[config.mk]
export PLATFORM = sky130hd
export DESIGN_NAME = dram_cs_decoder
export DESIGN_NICKNAME = d
export VERILOG_FILES = /design/src/rtl/dram_cs_decoder.sv
export SDC_FILE = /design/constraint.sdc
export NUM_CORES = 1
export LEC_CHECK = 0
export BUFFER_PORTS_ARGS = -buffer_cell sky130_fd_sc_hd__buf_2
export CAP_MARGIN = 40
export CORE_ASPECT_RATIO = 0.9
export CORE_MARGIN = 2
export CORE_UTILIZATION = 45
export DETAILED_ROUTE_END_ITERATION = 12
export PLACE_DENSITY = 0.65
export SLEW_MARGIN = 20
export SYNTH_ARGS = -nofsm -noshare
export SYNTH_HDL_FRONTEND = slang
export SYNTH_SLANG_ARGS = --single-unit
[constraint.sdc]
create_clock -name clk -period 5 [get_ports clk]
set_input_delay 1 -clock clk [delete_from_list [all_inputs] [get_ports clk]]
set_output_delay 1 -clock clk [all_outputs]
set_load 0.005 [all_outputs]
[src/rtl/dram_cs_decoder.sv]
`timescale 1ns/1ps
module dram_cs_decoder #(
  parameter int NUM_WIN = 4,
  parameter int PA_W    = 36,
  localparam int IW     = (NUM_WIN > 1) ? $clog2(NUM_WIN) : 1,
  localparam int CAW    = IW + 3,
  localparam int CW     = $clog2(NUM_WIN + 1),
  localparam int HW     = PA_W - 32
) (
  input  logic                  clk,
  input  logic                  rst_n,
  input  logic                  cfg_we,
  input  logic [CAW-1:0]        cfg_addr,
  input  logic [31:0]           cfg_wdata,
  input  logic                  coh_en,
  input  logic [PA_W-1:0]       lk_addr,
  output logic [NUM_WIN-1:0]    hit_onehot,
  output logic [IW-1:0]         hit_idx,
  output logic [2:0]            hit_cs,
  output logic [4:0]            hit_attr,
  output logic                  miss,
  output logic [CW-1:0]         reach_cnt,
  output logic [NUM_WIN*IW-1:0] reach_list
);

  logic [7:0]    blo [NUM_WIN];
  logic [HW-1:0] bhi [NUM_WIN];
  logic [7:0]    sz  [NUM_WIN];
  logic [2:0]    csn [NUM_WIN];
  logic [NUM_WIN-1:0] en;
  logic [NUM_WIN-1:0] match;

  wire [IW-1:0] wsel    = cfg_addr[CAW-1:3];
  wire          is_size = cfg_addr[2];

  logic unused_bits;
  assign unused_bits = ^{cfg_wdata[23:5], cfg_wdata[1], cfg_addr[1:0]};

  always_ff @(posedge clk or negedge rst_n) begin
    if (!rst_n) begin
      en <= '0;
      for (int i = 0; i < NUM_WIN; i++) begin
        blo[i] <= '0; bhi[i] <= '0; sz[i] <= '0; csn[i] <= '0;
      end
    end else if (cfg_we) begin
      for (int i = 0; i < NUM_WIN; i++) begin
        if (wsel == IW'(i)) begin
          if (!is_size) begin
            blo[i] <= cfg_wdata[31:24];
            bhi[i] <= cfg_wdata[HW-1:0];
          end else begin
            sz[i]  <= cfg_wdata[31:24];
            csn[i] <= cfg_wdata[4:2];
            en[i]  <= cfg_wdata[0];
          end
        end
      end
    end
  end

  for (genvar g = 0; g < NUM_WIN; g++) begin : g_win
    logic [PA_W:0] lo, span, hi;
    assign lo   = {1'b0, bhi[g], blo[g], 24'd0};
    assign span = (PA_W+1)'({1'b0, sz[g]} + 9'd1) << 24;
    assign hi   = lo + span;
    assign match[g] = en[g] && ({1'b0, lk_addr} >= lo) && ({1'b0, lk_addr} < hi);
  end

  logic          found;
  logic [IW-1:0] sel;
  always_comb begin
    found = 1'b0;
    sel   = '0;
    for (int i = 0; i < NUM_WIN; i++) begin
      if (match[i] && !found) begin
        found = 1'b1;
        sel   = IW'(i);
      end
    end
  end

  always_ff @(posedge clk or negedge rst_n) begin
    if (!rst_n) begin
      hit_onehot <= '0; hit_idx <= '0; hit_cs <= '0; hit_attr <= '0; miss <= 1'b1;
    end else if (found) begin
      hit_onehot <= NUM_WIN'(1) << sel;
      hit_idx    <= sel;
      hit_cs     <= csn[sel];
      hit_attr   <= (5'h0F & ~(5'd1 << sel)) | {coh_en, 4'b0};
      miss       <= 1'b0;
    end else begin
      hit_onehot <= '0; hit_idx <= '0; hit_cs <= '0; hit_attr <= '0; miss <= 1'b1;
    end
  end

  always_comb begin
    int k;
    k = 0;
    reach_list = '0;
    for (int i = 0; i < NUM_WIN; i++) begin
      if (en[i] && bhi[i] == '0) begin
        reach_list[k*IW +: IW] = IW'(i);
        k = k + 1;
      end
    end
    reach_cnt = CW'(k);
  end

  AST_ONE_WINDOW: assert property (@(posedge clk) disable iff (!rst_n)
    $onehot0(hit_onehot));
  AST_MISS_QUIET: assert property (@(posedge clk) disable iff (!rst_n)
    miss |-> (hit_onehot == '0 && hit_attr == '0 && hit_cs == '0 && hit_idx == '0));
  AST_HIT_SELECTS: assert property (@(posedge clk) disable iff (!rst_n)
    !miss |-> hit_onehot != '0);
  AST_ATTR_CODE: assert property (@(posedge clk) disable iff (!rst_n)
    !miss |-> hit_attr[3:0] == (4'hF & ~4'(hit_onehot)));
  AST_COH_FLAG: assert property (@(posedge clk) disable iff (!rst_n)
    !miss |=> (miss || hit_attr[4] == $past(coh_en)));
  AST_CNT_BOUND: assert property (@(posedge clk) disable iff (!rst_n)
    reach_cnt <= CW'(NUM_WIN));

endmodule

# == After elaboration in Yosys (flattened, before gate mapping) ==
# Index checks and enable logic that the tools add are counted.
# word_totals
register_bits,111
output_inout_bits,26
word_cells,119
# op_classes
addsub,14
order_cmp,9
eq_ne,3
shifts,8
muxes,24
n_bitwise,5
reduce_logical,31
# op_table
operator,n
adder 36 x 33 -> 37 bit,4
< comparator 36 x 37 -> 1 bit,4
greater-or-equal comparator 36 bit,4
negation 32 -> 33 bit,3
"variable shift 2 x 33 -> 8 bit, first input constant",3
"indexed part select 2 x 33 -> 8 bit, first input constant",3
two-way mux 31 bit,2
"adder 8 x 1 -> 9 bit, second input constant",4
"adder 31 x 2 -> 31 bit, second input constant",1
two-way mux 8 bit,3
AND reduction 3 bit,8
bitwise mux 8 bit,2
logical NOT 4 bit,4
logical AND 1 bit,15
two-way mux 3 bit,4
bitwise AND 8 bit,1
"left shift 1 x 2 -> 4 bit, first input constant",2
two-way mux 1 bit,7
binary-select mux 3 bit (select 2 bit),1
two-way mux 2 bit,3
two-way mux 5 bit,1
OR 4 x 5 -> 5 bit,1
"equality test 2 bit, second input constant",2
two-way mux 4 bit,1
9 further kinds,11

# == Depth between registers and ports, before layout ==
# Gate-level depths: netlist of the first run.
# logic_depth
ltp_word,19
mapped_depth,20

# == Least setup slack after synthesis of the first run ==
# Ideal clock, no wire load.
# synth_timing
path_type,register -> register
start,register sz[0] (netlist name)
end,register hit_cs[0]
setup_time_ns,0.095
arrival_ns,3.878
required_ns,4.905
setup_slack_ns,1.027
stages_incl_launch_ff,18
path_buffers,0
cell_sequence,dfrtp_1 ha_1 inv_1 fa_1 and2b_1 o31ai_2 a2111oi_4 o21a_1 o21ai_1 xnor2_1 ha_1 a211o_1 a211o_1 a31oi_1 a211oi_1 a211oi_4 o31ai_2 o31ai_1
# synth_between
elab_chain_len,11
# synth_rtl
item,line,text
from (decl),28,logic [7:0] sz [NUM_WIN];
"from (signal, indexed assignment)",52,sz[i] <= cfg_wdata[31:24];
adder 8 x 1 -> 9 bit (*),64,"assign span = (PA_W+1)'({1'b0, sz[g]} + 9'd1) << 24;"
adder 36 x 33 -> 37 bit (*),65,assign hi = lo + span;
< comparator 36 x 37 -> 1 bit (*),66,"assign match[g] = en[g] && ({1'b0, lk_addr} >= lo) && ({1'b0, lk_addr} < hi);"
logical AND 1 bit (*),66,
logical AND 1 bit (*),75,if (match[i] && !found) begin
two-way mux 2 bit,75,
inverter 2 -> 3 bit (not written as such),88,hit_cs <= csn[sel];
binary-select mux 3 bit (select 2 bit),88,
two-way mux 3 bit (not written as such) (2 in series),88,
two-way mux 3 bit (*),85,end else if (found) begin
to (signal assigned),88,
to (decl),19,"output logic [2:0] hit_cs,"
# Every way passes the cells marked *; elsewhere a longest branch is shown, timed or not. The select of a mux whose other input is x is not followed.
# A chain may end at the register's enable or synchronous reset.

# == Worst setup path after layout of the first run ==
# Ends and elaborated chain as after synthesis.

==> impl_metrics.csv, run 1 <==
group,metric,value,unit
floorplanning,core,0.01934,mm^2
worst_setup_path,critical_path_required,5270,ps
timing,period_minus_slack,4447,ps
yosys,synth_cell_types,68,
placed_design,dp_cells,1263,
timing,slew_viol_final,0,
timing,clock_skew,9.626,ps
power_and_ir_drop,intPower,2.568,mW
outcome,status,"finished clean",
worst_setup_path,crit_arrival,4720,ps
detailed_routing,ant_nets,0,
layout,regArea,0.002779,mm^2
clock_network,h-tree-depth,3,
worst_setup_path,cp-end-kind,"flop",
worst_setup_path,critical_path.slowest_cell,"a211oi_4",
yosys,syn_area,0.008960,mm^2
global_routing,grt_pass1_vias,6770,
clock_network,cts_buffers,9,
yosys,synthArstFlopShare,100.0,%
worst_hold_path,hp-class,"reg -> reg",
worst_setup_path,crit_path_max_incr_delay,440,ps
clock_network,cts_buffer_depth,2,
floorplanning,start_util,46.33,%
detailed_routing,drc,0,
detailed_routing,drtPass1Iterations,6,
worst_setup_path,crit_chain,"ha_1 -> inv_1 -> fa_1 -> and2b_1 -> o31ai_2 -> a2111oi_4 -> o21a_1 -> o21ai_1 -> xnor2_1 -> ha_1 -> a211o_1 -> a211o_1 -> a31oi_1 -> a211oi_1 -> a211oi_4 -> o31ai_2 -> o31ai_1",
detailed_routing,first_iter_violations,458,
power_and_ir_drop,p_sw,1.720,mW
layout,area.growth.synth_to_final,12.09,%
floorplanning,rows,48,
power_and_ir_drop,peakVddDrop,0.2152,mV
timing,max-slew-margin-rel,47.34,%
detailed_routing,drt_wl_total,23070,um
floorplanning,fp.dieArea,0.02106,mm^2
yosys,synth_ff_type,"dfrtp_1",
job,drv_cap,0,
timing,worst_slack,552.8,ps
layout,multi_input_area,0.005861,mm^2
power_and_ir_drop,p_sw_share,40.11,%
clock_network,clockRootBuffer,"clkbuf_16",
floorplanning,io_pins,103,
layout,stdcell_count,1279,
layout,fin_area,0.01004,mm^2
detailed_routing,wl_per_cell,18.04,um
worst_setup_path,cp_max_fo,5,
placed_design,place_hpwl,17310,um
yosys,syn_nets,1168,
clock_network,postCtsSetupRepairBufs,0,
clock_network,cts.clk_slew.worst_paths,80,ps
power_and_ir_drop,power.density,426.9,mW/mm^2
layout,insertedDiodeCount,0,
yosys,syn_inst,939,
global_routing,grt_pass1_wl,36520,um
placed_design,globalplace.congestion,0.8474,
clock_network,cts-resized-gates,0,
power_and_ir_drop,pwr-share-seq,29.9,%
timing,setup_viol,0,
placed_design,port_buffers,81,
timing,holdWs,494.2,ps
yosys,synth_edf_count,0,
clock_network,insertion_delay,360,ps
placed_design,pre_cts_ws,588.8,ps
layout,drive_gt1_share,17.59,%
power_and_ir_drop,p_clk_share,18.8,%
floorplanning,die_height,137.9,um
placed_design,dpl-instance-area,0.009717,mm^2
timing,timing.setup.tns,0,ps
layout,final_common_cell,"ha_1",
power_and_ir_drop,leakage,4.882,nW
floorplanning,die_w,152.7,um
power_and_ir_drop,p_comb_share,51.3,%
clock_network,cts_hold_buf,0,
clock_network,clock_sinks,111,
yosys,ys_seq_area_share,31.02,%
global_routing,antenna_found_initial,0,
layout,fill_cells,1816,
detailed_routing,via_per_inst,5.611,
yosys,syn_avg_cell_area,9.542,um^2
worst_setup_path,startpoint_type,"flop",
global_routing,grt_max_degree,52,
timing,timing.fmax,224.9,MHz
yosys,ys_warn_count,0,
timing,hold_viol_final,0,
layout,final_cell_mix,"ha_1, dfrtp_1, nand2_1",
timing,tightest_slew,785.8,ps
layout,num-nets-final,1253,
global_routing,grt_use_total,22.33,%
clock_network,cts_tree,"done",
yosys,ys_ff_latch,111,
timing,fin_crit_sh,88.94,%
timing,rsz0062_at_grt,"no",
global_routing,grt_overflow,0,
worst_setup_path,criticalPathCategory,"reg -> reg",
detailed_routing,num_vias,7176,
==> through the flow <==
step	utilization, %	total power [mW]
2_1_floorplan	-	2.920
3_3_place_gp	50.06	3.425
3_5_place_dp	50.25	3.489
4_1_cts	51.93	4.309
5_1_grt	51.93	4.697
6_report	51.93	4.287
==> Yosys cell counts (8+ instances only) <==
master      n  area, um^2
nand3_1    36       180.2
nand2_1    85       319.1
nor2_1     31       116.4
ha_1      147        1839
o21ai_1    17       85.08
nor3_1     22       110.1
a21oi_1    48       240.2
nand4_1     8       50.05
clkbuf_1   10       37.54
inv_1      74       277.8
o21ai_0    48       240.2
mux2_2     54       608.1
and3_1     15       93.84
a21o_1     19       142.6
dfrtp_1   110        2753
mux2_1      8       90.09
and4_1     11       96.34
nor2b_1    10       62.56
xor2_1     17       148.9
xnor2_1    41       359.1
==> kinds of logic after synthesis <==
| logic type | count (synthesis) | synth area share (%) |
|---|---|---|
| and+or+nand+nor | 254 | 14.43 |
| muxes | 62 | 7.792 |
| AOI/OAI and AO/OA | 210 | 15.58 |
| xor gates and xnor gates | 58 | 5.670 |
| buffers and inverters | 92 | 3.868 |
| DFF | 111 | 31.02 |
| adders and majority gates | 152 | 21.65 |
==> area by class of cell <==
type / instances / area share (%)
flip-flops and latches: 111 / 27.67
well taps: 250 / 3.114
repair buffers: 89 / 4.734
clock inverters: 6 / 0.9717
multi-input cells: 736 / 58.35
inverters: 77 / 2.878
clock buffers: 10 / 2.280
==> state kept, by name, indices dropped and copies added, names as in the netlist <==
name        count
blo            32
sz             32
bhi            16
csn            12
hit_attr        5
en              4
hit_onehot      4
hit_cs          3
hit_idx         2
miss            1
==> per-layer routing <==
metal	vias up	part of all wire, %	global-route usage, %
met5	-	0	0
met2	135	44	34.58
met3	37	4.1	2.344
met1	3402	50	32.58
li1	3602	-	-
met4	0	2.5	8.128
==> worst max-delay path, delay by kind of cell (launching register included) <==
family          cells  cell delay (ps)
buf+inv             1               70
xor+xnor            1              140
fa+ha+maj           3             1050
flops               1              420
compound gates     11             2420
simple gates        1              250
==> worst paths after layout <==
check / end / slack [ps] / start / depth (start not counted)
max: hit_cs[0] / 550 / sz[0] / 17
min: hit_cs[1] / 490 / csn[10] / 2
max reg2reg: hit_cs[0] / 550 / sz[0] / 17
min reg2reg: hit_cs[1] / 490 / csn[10] / 2
max in group asynchronous: bhi[8] / 3540 / rst_n / 2
min in group asynchronous: hit_attr[3] / 520 / rst_n / 1
==> power by group through the flow <==
stage | clock [mW] | combinational [mW] | sequential (mW)
floorplan | 0 | 1.66 | 1.26
global placement | 0 | 2.13 | 1.29
detailed placement | 0 | 2.19 | 1.30
CTS | 0.822 | 2.21 | 1.28
global route | 0.852 | 2.53 | 1.32
finish | 0.805 | 2.20 | 1.28
No activity file was read; power rests on OpenSTA's default activity.
==> inputs of run 2 (changes only) <==
Settings changed: CORE_MARGIN 2 to 5, SLEW_MARGIN 20 to unset.
==> run 2 against run 1 <==
Against the previous run:
- sequential power hardly changed
- utilization is 1.3 points lower
- final area hardly changed
- critical path depth stayed put
- routed wire length is 0.35% lower
- global-route usage is 2.1 points lower
- combinational power hardly changed
- largest cell class unchanged
==> impl_metrics.csv, run 2 (same netlist as run 1, synthesis figures left out) <==
group,metric,value,unit
outcome,status,"finished clean",
placed_design,dp_cells,1269,
layout,drive_gt1_share,17.67,%
layout,final_util,50.67,%
detailed_routing,drc,0,
floorplanning,fp.dieArea,0.02284,mm^2
global_routing,grt_use_total,20.20,%
detailed_routing,via_per_inst,5.562,
detailed_routing,wl_per_cell,17.89,um
global_routing,grt_pass1_vias,6892,
power_and_ir_drop,power.density,417.1,mW/mm^2
timing,fin_crit_sh,87.95,%
worst_setup_path,cp_max_fo,5,
detailed_routing,drt_wl_total,22990,um
clock_network,h-tree-depth,3,
clock_network,clockRootBuffer,"clkbuf_16",
timing,rsz0062_at_grt,"no",
floorplanning,rows,49,
power_and_ir_drop,leakage,4.866,nW
detailed_routing,ant_nets,0,
timing,timing.fmax,227.4,MHz
clock_network,cts_hold_buf,0,
clock_network,postCtsSetupRepairBufs,0,
clock_network,cts.clk_slew.worst_paths,80,ps
clock_network,cts_buffer_depth,2,
floorplanning,die_height,143.9,um
layout,final_common_cell,"ha_1",
clock_network,clock_sinks,111,
worst_setup_path,crit_arrival,4660,ps
placed_design,port_buffers,81,
worst_setup_path,startpoint_type,"flop",
timing,max-slew-margin-rel,48.63,%
placed_design,dpl-instance-area,0.009752,mm^2
detailed_routing,first_iter_violations,442,
layout,num-nets-final,1254,
timing,timing.setup.tns,0,ps
floorplanning,die_w,158.7,um
timing,worst_slack,602.5,ps
clock_network,cts-resized-gates,0,
timing,setup_viol,0,
placed_design,place_hpwl,17350,um
clock_network,cts_buffers,9,
global_routing,antenna_found_initial,0,
timing,slew_viol_final,0,
timing,tightest_slew,766.6,ps
floorplanning,io_pins,103,
layout,top_regs,"blo (32), sz (32), bhi (16)",
layout,insertedDiodeCount,0,
timing,period_minus_slack,4397,ps
power_and_ir_drop,peakVddDrop,0.1952,mV
power_and_ir_drop,design_power_total,4.185,mW
floorplanning,start_util,45.25,%
clock_network,insertion_delay,360,ps
detailed_routing,drtPass1Iterations,5,
floorplanning,core,0.01980,mm^2
worst_setup_path,rrSetupSlack,600,ps
layout,area.growth.synth_to_final,11.98,%
placed_design,globalplace.congestion,0.8627,
worst_setup_path,criticalPathCategory,"reg -> reg",
clock_network,cts_tree,"done",
detailed_routing,num_vias,7147,
layout,final_cell_mix,"ha_1, dfrtp_1, nand2_1",
worst_setup_path,cp-end-kind,"flop",
timing,holdWs,482.0,ps
global_routing,grt_pass1_wl,36700,um
worst_hold_path,hp-class,"in -> async",
placed_design,pre_cts_ws,617.1,ps
timing,hold_viol_final,0,
job,drv_cap,0,
worst_setup_path,critical_path_required,5270,ps
global_routing,grt_overflow,0,
layout,stdcell_count,1285,
timing,clock_skew,6.212,ps
global_routing,grt_max_degree,68,
layout,fin_area,0.01003,mm^2
## run 2: cell types whose count changed in the layout (fill, tap and decap cells not counted)
cell	change
bufinv_16	-2
buf_16	+1
nor3_4	-1
clkinvlp_4	+2
buf_4	-2
inv_6	-1
clkinv_4	+1
nor3_2	+1
buf_6	+2
## run 2: worst max-delay path, cell delays in order (launching register included)
cell	delay [ps]
dfrtp_1	430
ha_1	340
inv_1	70
fa_1	430
and2b_1	240
o31ai_2	100
a2111oi_4	400
o21a_1	180
o21ai_1	70
xnor2_1	140
ha_1	280
a211o_1	310
a211o_1	220
a31oi_1	130
a211oi_1	120
a211oi_4	430
o31ai_2	160
o31ai_1	240
## run 2: metal layers
layer | GRT usage (%) | vias up | share of wire (%) | wire, um
met5 | 0 | - | 0 | 0
met4 | 5.794 | 0 | 2.1 | 492
li1 | - | 3591 | - | -
met1 | 29.37 | 3387 | 49 | 11330
met2 | 32.22 | 140 | 44 | 10200
met3 | 1.950 | 29 | 4.2 | 970
## run 2: final timing paths
path / to / cells after the start / start
max: hit_cs[0] / 17 / sz[0]
min: blo[2] / 1 / rst_n
max reg2reg: hit_cs[0] / 17 / sz[0]
min reg2reg: hit_cs[1] / 2 / csn[10]
max in group asynchronous: bhi[9] / 2 / rst_n
min in group clk: hit_cs[1] / 2 / csn[10]
## run 2: where the power goes
| part | total (mW) | internal (mW) | leakage [nW] | switching [mW] |
|---|---|---|---|---|
| Combinational | 2.20 | 1.01 | 3.38 | 1.19 |
| Sequential | 1.28 | 1.11 | 1.35 | 0.170 |
| Clock | 0.701 | 0.347 | 0.132 | 0.354 |
## run 2: cell type report
class | count | area [um^2]
Fill cell | 1849 | 9769
Multi-Input combinational cell | 736 | 5854
Sequential cell | 111 | 2779
Timing Repair Buffer | 90 | 510.5
Tap cell | 255 | 319.1
Inverter | 77 | 289.0
Clock buffer | 10 | 229.0
Clock inverter | 6 | 52.55
==> inputs of run 3 (changes only) <==
Settings changed: PLACE_DENSITY 0.65 to unset.
==> run 3 against run 2 <==
Against the previous run:
- clock skew grew 7.3 ps
- global-route usage grew 0.74 points
- count of clock-buffer cells in the layout shrank 1
- critical path type unchanged
- final cell count shrank 0.16%
- hold slack gained 8.3 ps
- critical endpoint is now hit_attr[1]
==> impl_metrics.csv, run 3 (same netlist as run 1, synthesis figures left out) <==
group,metric,value,unit
detailed_routing,wl_per_cell,18.24,um
power_and_ir_drop,power.density,423.2,mW/mm^2
worst_setup_path,crit_arrival,4700,ps
global_routing,grt_max_degree,41,
timing,rsz0062_at_grt,"no",
layout,final_cell_mix,"ha_1, dfrtp_1, nand2_1",
timing,tightest_slew,801.0,ps
timing,timing.fmax,223.5,MHz
clock_network,cts_buffer_depth,2,
global_routing,grt_use_total,20.94,%
clock_network,cts-resized-gates,0,
worst_setup_path,startpoint_type,"flop",
floorplanning,io_pins,103,
floorplanning,core,0.01980,mm^2
worst_setup_path,crit_chain,"ha_1 -> ha_1 -> a21o_1 -> a21o_1 -> a21o_1 -> a21oi_1 -> o21ai_1 -> a2111oi_0 -> nor3_1 -> ha_1 -> nand3_1 -> nor3_1 -> a21oi_1 -> o221ai_2 -> inv_2 -> nor4_2 -> nor2_1",
clock_network,cts_tree,"done",
clock_network,h-tree-depth,3,
timing,period_minus_slack,4474,ps
power_and_ir_drop,design_power_total,4.254,mW
global_routing,antenna_found_initial,0,
worst_setup_path,critical_path_required,5230,ps
timing,slew_viol_final,0,
detailed_routing,drtPass1Iterations,6,
placed_design,globalplace.congestion,0.8833,
layout,num-nets-final,1253,
power_and_ir_drop,p_sw_share,39.92,%
detailed_routing,drt_wl_total,23410,um
detailed_routing,num_vias,7096,
clock_network,clockRootBuffer,"clkbuf_16",
layout,top_regs,"blo (32), sz (32), bhi (16)",
worst_setup_path,cp_max_fo,7,
timing,hold_viol_final,0,
power_and_ir_drop,intPower,2.556,mW
power_and_ir_drop,peakVddDrop,0.1764,mV
worst_setup_path,cp-end-kind,"flop",
layout,insertedDiodeCount,0,
worst_setup_path,criticalPathCategory,"reg -> reg",
outcome,status,"finished clean",
placed_design,port_buffers,81,
clock_network,clock_sinks,111,
placed_design,dpl-instance-area,0.009733,mm^2
power_and_ir_drop,leakage,4.879,nW
layout,fin_area,0.01005,mm^2
worst_setup_path,critical_path.slowest_cell,"o221ai_2",
job,drv_cap,0,
detailed_routing,first_iter_violations,400,
placed_design,dp_cells,1268,
global_routing,grt_pass1_vias,7018,
power_and_ir_drop,p_sw,1.698,mW
clock_network,cts_buffers,9,
timing,setup_viol,0,
floorplanning,die_w,158.7,um
global_routing,grt_pass1_wl,38010,um
placed_design,place_hpwl,17710,um
clock_network,cts.clk_slew.worst_paths,70,ps
clock_network,insertion_delay,360,ps
global_routing,grt_overflow,0,
layout,drive_gt1_share,17.61,%
clock_network,cts_hold_buf,0,
power_and_ir_drop,pwr-share-seq,30.4,%
power_and_ir_drop,p_comb_share,51.0,%
detailed_routing,ant_nets,0,
timing,timing.setup.tns,0,ps
layout,stdcell_count,1283,
floorplanning,rows,49,
layout,final_util,50.76,%
detailed_routing,drc,0,
timing,fin_crit_sh,89.48,%
worst_hold_path,hp-class,"reg -> reg",
timing,clock_skew,13.53,ps
floorplanning,die_height,143.9,um
worst_setup_path,crit_path_max_incr_delay,460,ps
power_and_ir_drop,p_clk_share,18.5,%
clock_network,postCtsSetupRepairBufs,0,
timing,max-slew-margin-rel,46.32,%
layout,final_common_cell,"ha_1",
detailed_routing,via_per_inst,5.531,
floorplanning,start_util,45.25,%
floorplanning,fp.dieArea,0.02284,mm^2
layout,area.growth.synth_to_final,12.19,%
==> run 3: changes by cell type in the layout (fill, tap and decap cells not counted) <==
cell,previous run,this run
buf_12,0,1
buf_16,1,0
buf_6,4,3
bufinv_16,0,2
clkbuf_1,1,0
clkinvlp_4,2,1
inv_8,1,0
==> run 3: layout make-up <==
type | count | area, um^2
Fill cell | 1860 | 9751
Clock inverter | 6 | 93.84
Timing Repair Buffer | 89 | 491.7
Multi-Input combinational cell | 736 | 5854
Clock buffer | 9 | 225.2
Sequential cell | 111 | 2779
Tap cell | 255 | 319.1
Inverter | 77 | 289.0
==> run 3: metal layers <==
layer / vias to the layer above / part of all wire [%] / GRT usage (%)
li1: 3587 / - / -
met1: 3366 / 50 / 30.45
met2: 116 / 44 / 32.93
met3: 27 / 4.7 / 3.011
met4: 0 / 2.0 / 5.432
met5: - / 0 / 0
==> run 3: power groups by stage <==
stage | Combinational, mW | Clock [mW] | Sequential, mW
global placement | 2.13 | 0 | 1.30
floorplan | 1.66 | 0 | 1.26
finish | 2.17 | 0.789 | 1.29
detailed placement | 2.17 | 0 | 1.31
CTS | 2.19 | 0.803 | 1.29
global route | 2.53 | 0.838 | 1.33
==> run 3: stage by stage <==
stage	worst slack, ps	hold WS, ps
4_1_cts	507.9	488.4
5_1_grt	189.3	515.2
2_1_floorplan	1027	441.3
3_3_place_gp	527.7	473.2
3_5_place_dp	529.9	470.3
6_report	526.1	490.4
==> run 3: critical path, delay by kind of cell, from the launching register on <==
family | cells | cell delay (ps)
AOI/OAI and AO/OA | 8 | 1970
adders and majority gates | 3 | 930
buffers and inverters | 1 | 150
DFF | 1 | 410
and+or+nand+nor | 5 | 880
==> run 3: final timing paths <==
| kind | to | cells after the start | slack, ps | from |
|---|---|---|---|---|
| hold reg to reg | hit_cs[0] | 2 | 490 | csn[9] |
| setup reg to reg | hit_attr[1] | 17 | 530 | sz[24] |
| min in group asynchronous | blo[21] | 1 | 610 | rst_n |
| setup / recovery | hit_attr[1] | 17 | 530 | sz[24] |
| max in group asynchronous | miss | 3 | 3250 | rst_n |
| hold / removal | hit_cs[0] | 2 | 490 | csn[9] |
